--- src/rtl/i2c_mtx_pkg.sv ---
package i2c_mtx_pkg;
  typedef enum logic [3:0] {
    ST_IDLE, ST_START, ST_BLOW, ST_BHIGH, ST_HOLD, ST_HAND,
    ST_RSA, ST_RSB, ST_SPA, ST_SPB, ST_SPC, ST_DONE
  } seq_st_e;

  localparam int NFLAGS  = 4;
  localparam int FL_TEND = 0;
  localparam int FL_ACK  = 1;
  localparam int FL_LOST = 2;
  localparam int FL_STOP = 3;

  localparam logic [1:0] SEL_DATA = 2'd0;
  localparam logic [1:0] SEL_CMD  = 2'd1;
  localparam logic [1:0] SEL_STAT = 2'd2;
endpackage

--- src/rtl/i2c_mtx_sync.sv ---
module i2c_mtx_sync #(
  parameter int STAGES = 2,
  parameter int W      = 2
) (
  input  logic         clk,
  input  logic         rst_n,
  input  logic [W-1:0] d,
  output logic [W-1:0] q
);
  for (genvar i = 0; i < W; i++) begin : g_lane
    logic [STAGES-1:0] sr_q;
    always_ff @(posedge clk or negedge rst_n) begin
      if (!rst_n) sr_q <= '1;
      else        sr_q <= {sr_q[STAGES-2:0], d[i]};
    end
    assign q[i] = sr_q[STAGES-1];
  end
endmodule

--- src/rtl/i2c_mtx_tick.sv ---
module i2c_mtx_tick #(
  parameter int HALF = 8
) (
  input  logic clk,
  input  logic rst_n,
  input  logic clr,
  output logic tick
);
  localparam int CW = (HALF > 1) ? $clog2(HALF) : 1;
  logic [CW-1:0] cnt_q, cnt_d;

  always_comb begin
    tick  = (cnt_q == CW'(HALF - 1));
    cnt_d = (clr || tick) ? '0 : cnt_q + 1'b1;
  end

  always_ff @(posedge clk or negedge rst_n) begin
    if (!rst_n) cnt_q <= '0;
    else        cnt_q <= cnt_d;
  end
endmodule

--- src/rtl/i2c_mtx_regs.sv ---
module i2c_mtx_regs
  import i2c_mtx_pkg::*;
#(
  parameter int DW = 8
) (
  input  logic              clk,
  input  logic              rst_n,
  input  logic              we,
  input  logic [1:0]        sel,
  input  logic [DW-1:0]     wdata,
  input  logic              take_data,
  input  logic              take_start,
  input  logic              take_stop,
  input  logic              set_tend,
  input  logic              ack_val,
  input  logic              set_lost,
  input  logic              set_stopd,
  output logic [DW-1:0]     data_q,
  output logic              dvld_q,
  output logic              cst_q,
  output logic              csp_q,
  output logic [NFLAGS-1:0] stat_q
);
  logic [DW-1:0]     data_d;
  logic              dvld_d, cst_d, csp_d, upd;
  logic [NFLAGS-1:0] stat_d;

  always_comb begin
    data_d = data_q;
    dvld_d = dvld_q & ~take_data;
    cst_d  = cst_q & ~take_start;
    csp_d  = csp_q & ~take_stop;
    stat_d = stat_q;
    if (we && sel == SEL_DATA) begin
      data_d = wdata;
      dvld_d = 1'b1;
    end
    if (we && sel == SEL_CMD) begin
      cst_d = cst_d | wdata[0];
      csp_d = csp_d | wdata[1];
    end
    if (we && sel == SEL_STAT) stat_d = stat_q & wdata[NFLAGS-1:0];
    if (set_tend) begin
      stat_d[FL_TEND] = 1'b1;
      stat_d[FL_ACK]  = ack_val;
    end
    if (set_lost)  stat_d[FL_LOST] = 1'b1;
    if (set_stopd) stat_d[FL_STOP] = 1'b1;
    upd = we | take_data | take_start | take_stop | set_tend | set_lost | set_stopd;
  end

  always_ff @(posedge clk or negedge rst_n) begin
    if (!rst_n) begin
      data_q <= '0;
      dvld_q <= 1'b0;
      cst_q  <= 1'b0;
      csp_q  <= 1'b0;
      stat_q <= '0;
    end else if (upd) begin
      data_q <= data_d;
      dvld_q <= dvld_d;
      cst_q  <= cst_d;
      csp_q  <= csp_d;
      stat_q <= stat_d;
    end
  end
endmodule

--- src/rtl/i2c_mtx_fsm.sv ---
module i2c_mtx_fsm
  import i2c_mtx_pkg::*;
#(
  parameter int DW = 8
) (
  input  logic          clk,
  input  logic          rst_n,
  input  logic          tick,
  input  logic [DW-1:0] data_i,
  input  logic          dvld,
  input  logic          cmd_start,
  input  logic          cmd_stop,
  input  logic          stat_clear,
  input  logic          sda_i,
  output logic          scl_oe,
  output logic          sda_oe,
  output logic          rx_mode,
  output logic          cnt_clr,
  output logic          take_data,
  output logic          take_start,
  output logic          take_stop,
  output logic          set_tend,
  output logic          ack_val,
  output logic          set_lost,
  output logic          set_stopd,
  output logic          in_start,
  output logic          in_stop
);
  localparam int BW = $clog2(DW + 1);

  seq_st_e       st_q, st_d;
  logic [DW-1:0] sh_q, sh_d;
  logic [BW-1:0] bit_q, bit_d;
  logic          addr_q, addr_d, dir_q, dir_d, rxp_q, rxp_d;
  logic          ack_slot;

  assign ack_slot = (bit_q == BW'(DW));

  always_comb begin
    st_d = st_q;  sh_d = sh_q;  bit_d = bit_q;
    addr_d = addr_q;  dir_d = dir_q;  rxp_d = rxp_q;
    take_data = 1'b0;  take_start = 1'b0;  take_stop = 1'b0;
    set_tend = 1'b0;  ack_val = 1'b0;  set_lost = 1'b0;  set_stopd = 1'b0;
    unique case (st_q)
      ST_IDLE: if (cmd_start && dvld && stat_clear) begin
        st_d = ST_START;  take_start = 1'b1;  take_data = 1'b1;
        sh_d = data_i;  dir_d = data_i[0];  addr_d = 1'b1;  bit_d = '0;
      end
      ST_START: if (tick) st_d = ST_BLOW;
      ST_BLOW:  if (tick) st_d = ST_BHIGH;
      ST_BHIGH: if (tick) begin
        if (ack_slot) begin
          set_tend = 1'b1;  ack_val = ~sda_i;
          rxp_d = addr_q & dir_q;  addr_d = 1'b0;  st_d = ST_HOLD;
        end else if (sh_q[DW-1] && !sda_i) begin
          set_lost = 1'b1;  st_d = ST_IDLE;
        end else begin
          sh_d = {sh_q[DW-2:0], 1'b0};  bit_d = bit_q + 1'b1;  st_d = ST_BLOW;
        end
      end
      ST_HOLD, ST_HAND: if (stat_clear) begin
        if (cmd_start && dvld) begin
          st_d = ST_RSA;  take_start = 1'b1;  take_data = 1'b1;
          sh_d = data_i;  dir_d = data_i[0];  addr_d = 1'b1;  bit_d = '0;  rxp_d = 1'b0;
        end else if (cmd_stop) begin
          st_d = ST_SPA;  take_stop = 1'b1;  rxp_d = 1'b0;
        end else if (st_q == ST_HOLD && rxp_q) begin
          st_d = ST_HAND;
        end else if (st_q == ST_HOLD && dvld) begin
          st_d = ST_BLOW;  take_data = 1'b1;
          sh_d = data_i;  addr_d = 1'b0;  bit_d = '0;
        end
      end
      ST_RSA: if (tick) st_d = ST_RSB;
      ST_RSB: if (tick) st_d = ST_START;
      ST_SPA: if (tick) st_d = ST_SPB;
      ST_SPB: if (tick) st_d = ST_SPC;
      ST_SPC: if (tick) begin
        set_stopd = 1'b1;  st_d = ST_DONE;
      end
      ST_DONE: if (stat_clear) st_d = ST_IDLE;
      default: st_d = ST_IDLE;
    endcase
  end

  always_comb begin
    scl_oe   = (st_q == ST_BLOW) || (st_q == ST_HOLD) || (st_q == ST_HAND) ||
               (st_q == ST_RSA)  || (st_q == ST_SPA);
    unique case (st_q)
      ST_START, ST_SPA, ST_SPB: sda_oe = 1'b1;
      ST_BLOW, ST_BHIGH:        sda_oe = ack_slot ? 1'b0 : ~sh_q[DW-1];
      default:                  sda_oe = 1'b0;
    endcase
    rx_mode  = (st_q == ST_HAND);
    cnt_clr  = (st_q == ST_IDLE) || (st_q == ST_HOLD) || (st_q == ST_HAND) || (st_q == ST_DONE);
    in_start = (st_q == ST_START);
    in_stop  = (st_q == ST_SPC);
  end

  always_ff @(posedge clk or negedge rst_n) begin
    if (!rst_n) begin
      st_q   <= ST_IDLE;
      sh_q   <= '0;
      bit_q  <= '0;
      addr_q <= 1'b0;
      dir_q  <= 1'b0;
      rxp_q  <= 1'b0;
    end else begin
      st_q   <= st_d;
      sh_q   <= sh_d;
      bit_q  <= bit_d;
      addr_q <= addr_d;
      dir_q  <= dir_d;
      rxp_q  <= rxp_d;
    end
  end
endmodule

--- src/rtl/i2c_mtx_seq.sv ---
module i2c_mtx_seq
  import i2c_mtx_pkg::*;
#(
  parameter int DW     = 8,
  parameter int HALF   = 8,
  parameter int SYNC_N = 2
) (
  input  logic              clk,
  input  logic              rst_n,
  input  logic              host_we,
  input  logic [1:0]        host_sel,
  input  logic [DW-1:0]     host_wdata,
  output logic [NFLAGS-1:0] stat_o,
  output logic              irq_o,
  output logic              rx_mode_o,
  output logic              scl_oe_o,
  output logic              sda_oe_o,
  input  logic              scl_i,
  input  logic              sda_i
);
  logic [1:0]    line_s;
  logic          tick, cnt_clr;
  logic [DW-1:0] data_q;
  logic          dvld, cst, csp;
  logic          take_data, take_start, take_stop;
  logic          set_tend, ack_val, set_lost, set_stopd;
  logic          in_start, in_stop;

  i2c_mtx_sync #(.STAGES(SYNC_N), .W(2)) u_sync (
    .clk(clk), .rst_n(rst_n), .d({scl_i, sda_i}), .q(line_s)
  );

  i2c_mtx_tick #(.HALF(HALF)) u_tick (
    .clk(clk), .rst_n(rst_n), .clr(cnt_clr), .tick(tick)
  );

  i2c_mtx_regs #(.DW(DW)) u_regs (
    .clk(clk), .rst_n(rst_n), .we(host_we), .sel(host_sel), .wdata(host_wdata),
    .take_data(take_data), .take_start(take_start), .take_stop(take_stop),
    .set_tend(set_tend), .ack_val(ack_val), .set_lost(set_lost), .set_stopd(set_stopd),
    .data_q(data_q), .dvld_q(dvld), .cst_q(cst), .csp_q(csp), .stat_q(stat_o)
  );

  i2c_mtx_fsm #(.DW(DW)) u_fsm (
    .clk(clk), .rst_n(rst_n), .tick(tick), .data_i(data_q), .dvld(dvld),
    .cmd_start(cst), .cmd_stop(csp), .stat_clear(stat_o == '0), .sda_i(line_s[0]),
    .scl_oe(scl_oe_o), .sda_oe(sda_oe_o), .rx_mode(rx_mode_o), .cnt_clr(cnt_clr),
    .take_data(take_data), .take_start(take_start), .take_stop(take_stop),
    .set_tend(set_tend), .ack_val(ack_val), .set_lost(set_lost), .set_stopd(set_stopd),
    .in_start(in_start), .in_stop(in_stop)
  );

  assign irq_o = |stat_o;
endmodule

--- config.mk ---
export PLATFORM = sky130hd
export DESIGN_NAME = i2c_mtx_seq
export DESIGN_NICKNAME = d
export VERILOG_FILES = /design/src/rtl/i2c_mtx_pkg.sv /design/src/rtl/i2c_mtx_sync.sv /design/src/rtl/i2c_mtx_tick.sv /design/src/rtl/i2c_mtx_regs.sv /design/src/rtl/i2c_mtx_fsm.sv /design/src/rtl/i2c_mtx_seq.sv
export SDC_FILE = /design/constraint.sdc
export NUM_CORES = 1
export LEC_CHECK = 0
export ABC_CLOCK_PERIOD_IN_PS = 1970
export BUFFER_PORTS_ARGS = -buffer_cell sky130_fd_sc_hd__buf_4
export CAP_MARGIN = 0
export CORE_MARGIN = 8
export CORE_UTILIZATION = 50
export DETAILED_ROUTE_END_ITERATION = 10
export GPL_TIMING_DRIVEN = 0
export PLACE_DENSITY_LB_ADDON = 0.08
export SETUP_SLACK_MARGIN = 0.05
export SYNTH_ARGS = -nofsm -noshare
export SYNTH_HDL_FRONTEND = slang
export SYNTH_SLANG_ARGS = --single-unit
--- constraint.sdc ---
create_clock -name clk -period 1.97 [get_ports clk]
set_clock_uncertainty 0.1 [all_clocks]
set_input_delay 0.394 -clock clk [delete_from_list [all_inputs] [get_ports clk]]
set_output_delay 0.394 -clock clk [all_outputs]
set_load 0.05 [all_outputs]
==> impl_results.md <==
* Comb power frac at 61.5%
* Initial Utilization at between 50% and 60%
* HP Class: in2reg
* Grt met2 use at between 20% and 30%
* Clock power share at between 10 and 15%
* Internal at roughly 2.7 mW
* Pleak at between 1 and 1.5 nW
* Die Area at approximately 6800 sq um
* EDFF count, synth at 0
* I/O Pins at 23
* Finished Layout Cells at around 310
* Via-to-Cell Ratio at slightly above 6
* Top FF cell, synth: dfrtp_1
* Worst Setup Start Kind: flop
* Critical path arrival at ~1.7 ns
* I/O Buffers at 21
* Worst-path clk slew at roughly 0.08 ns
* Crit path time final at 2.17 ns
* Post-synth top area cell: dfrtp_1
* Core Box Area at roughly 4300 sq um
* Grt total ovfl at 0
* F_max at about 460 MHz
* Largest net degree at the start of global routing at 40
* Number of global-route vias before repair at 1940
* GRT Total Usage at ~18%
* Design Power at approximately 4.8 mW
* Critical path fanouts, max at 4
* Syn Inst Count at 204
* GR met1 Demand/Resource at a little over a fifth
* Root buffer cell: clkbuf_8
* Synth warnings at 0
* DR WL/cell at approximately 19 microns
* Dpl cells at between 200 and 300
* Num CTS Buffers at 5
* CTS Buffer Depth at 2
* Final hold vios at 0
* Grt met3 use at about 4.5%
* # DRC at 0
* Inserted Diodes at 0
* Slew Limit Headroom at 49.3%
* Synthesis-stage register bit count at 39
* CTS tree: built
* Final Max Slew Viols at 0
* Final setup violation count at 19
* Reg power frac at around 28%
* Switching Fraction at a little over two fifths
* Nets@finish at 277
* GP Congestion at 0.941
* DR pass1 iterations at 4
* Peak supply drop at about 740 uV
* Final wirelength at about 6000 microns
* Seq/Total Area, Yosys at 44.5%
* 1st-iter DRT viols at around 150
* Hold WS at about 0.11 ns
* H-tree Lvls at 2
* RSZ-0062 raised after global routing: yes
* Crit path capture type: primary output
* Layout area overhead at 39.8%
* Library cells used by synthesis at between 50 and 60
* Worst slew pin tran at 0.757 ns
* Routed vias at around 1900
* Ys async rst share at between 90% and 100%
* Die height at just over 80 microns
* Psw at about 2.1 mW
* HPWL after DPL at between 3000 and 4000 microns
* Sink Count at 39
* Status: finished with violations
* Row count at 24
* Crit Path Class: reg2out
* Period utilization at 110%
* Area share of the largest cell type after synthesis at 42.1%
* Busiest grt layer: met2
* # fillers at slightly above 300
* Clk_lat worst skew at 0.29 ns
* PD cells at between 1500 and 2000 nW/um^2
* Mean Syn Cell Area at roughly 11 sq um
* Mapped Nets at 223
* Detail Route Antenna Nets at 0
* Failing checks: negative setup slack
* First-pass GRT wire length at roughly 9300 microns
* Area contributors post-synth: dfrtp_1 (42%), a2bb2oi_2 (4.8%), mux2_2 (4.1%)
* Layout cells sized above 1 at a little over half
* Max-Cap Viols at 0
* Min setup slack post-route at -0.201 ns
* Chip width at slightly above 80 microns
* Initial antenna violation count at 0
* Pre-CTS setup slack at -0.478 ns
* Mapped cell area at 2200 sq um
* WP data required at between 1 and 1.5 ns
==> state kept, by name (all words and copies together), names as in the netlist <==
name	count
u_fsm.bit_q	4
u_tick.cnt_q	3
u_regs.dvld_q	1
u_regs.cst_q	1
u_sync.g_lane.sr_q	2
u_regs.data_q	8
u_fsm.rxp_q	1
u_fsm.st_q	4
u_fsm.addr_q	1
u_regs.stat_q	4
u_regs.csp_q	1
u_fsm.dir_q	1
u_fsm.sh_q	8
==> placed cells by master, fill, tap and decap left out, drive strengths merged, types with 5 or more instances in the layout <==
cell type / netlist / routed
a31oi: 5 / 5
a21oi: 8 / 8
mux2: 11 / 11
o22ai: 8 / 8
nor2: 11 / 11
a2bb2oi: 7 / 7
buf: 7 / 57
inv: 6 / 5
clkbuf: 6 / 8
nand2: 17 / 17
dfrtp: 37 / 37
o21ai: 15 / 15
==> path summary, 6_finish.rpt <==
kind / cells after the start / slack [ns] / end / from
setup / recovery: 8 / -0.20 / sda_oe_o / u_fsm.bit_q[1]
hold / removal: 1 / 0.11 / u_sync.g_lane[0].sr_q[0] / sda_i
hold reg to reg: 0 / 0.26 / u_sync.g_lane[0].sr_q[1] / u_sync.g_lane[0].sr_q[0]
setup reg to reg: 8 / -0.17 / u_fsm.st_q[1] / u_fsm.bit_q[1]
max in group asynchronous: 2 / 0.90 / u_regs.stat_q[2] / rst_n
min in group asynchronous: 2 / 0.50 / u_fsm.st_q[0] / rst_n
==> timing repair <==
action | CTS | global route
pin swaps | 8 | 6
hold buffers | 1 | 0
hold endpoints to repair | 37 | 0
setup buffers | 16 | 10
cloned | 1 | 0
setup endpoints to repair | 27 | 27
gates resized for setup | 42 | 37
==> synthesized netlist by cell type, drive strengths merged, types with 2 or more instances <==
library cell   n
a2111oi        2
a211oi         2
a21oi          8
a221o          2
a22o           3
a2bb2oi        7
a31oi          5
and2           4
and3           2
and3b          2
buf            7
clkbuf         6
dfrtp         37
dfstp          2
ha             4
inv            6
mux2          11
nand2         17
nand2b         4
nand3          3
nand3b         4
nand4          2
nor2          11
nor2b          3
nor3           4
nor3b          2
nor4b          2
o211ai         2
o21ai         15
o22ai          8
o2bb2ai        2
o31ai          2
==> per-stage QoR <==
step	setup TNS [ns]	util [%]	area (sq um)
after floorplan	-2.81	-	2230
after global placement	-7.00	57.2	2450
after detailed placement	-7.25	57.2	2450
after CTS	-0.814	66.0	2830
after global routing	-2.73	71.6	3070
final	-1.41	71.6	3070
==> layout make-up <==
cell class	instances	area, sq um	share of cell area [%]
Buffer	11	128	4.15
Clock buffer	6	72.6	2.36
Clock inverter	2	12.5	0.407
Inverter	6	26.3	0.855
Multi-Input combinational cell	146	1340	43.6
Sequential cell	39	990	32.2
Tap cell	52	65.1	2.12
Timing Repair Buffer	49	440	14.3
==> critical path: stages (launching register included) <==
cell,delay (ns)
dfrtp_1,0.38
inv_2,0.06
ha_4,0.14
and3b_1,0.18
clkbuf_8,0.15
nor3_4,0.13
a21oi_2,0.09
nor2_4,0.09
buf_8,0.15
==> cells by family after synthesis <==
family                   Yosys count  share of synthesized area, %
AO/OA/AOI/OAI                     66                          25.6
adder cells (fa/ha/maj)            4                          2.28
buffers and inverters             19                          4.21
flip-flops                        39                          44.5
multiplexers                      12                          6.09
AND/OR/NAND/NOR                   64                          17.3
==> layer usage <==
metal / wire length, microns / vias up / part of all wire, %
met5: 0 / - / 0
met4: 163 / 0 / 2.7
met3: 293 / 20 / 4.9
met2: 3020 / 64 / 50
met1: 2510 / 974 / 42
li1: - / 873 / -
==> power groups by stage <==
stage               Clock, mW  Sequential [mW]  Combinational, mW
floorplan                   0             1.29               1.62
global placement            0             1.30               2.05
detailed placement          0             1.32               2.10
CTS                     0.534             1.30               2.57
global route            0.575             1.36               3.18
finish                  0.529             1.33               2.97
Note: power is estimated with default switching activity, not from simulation.
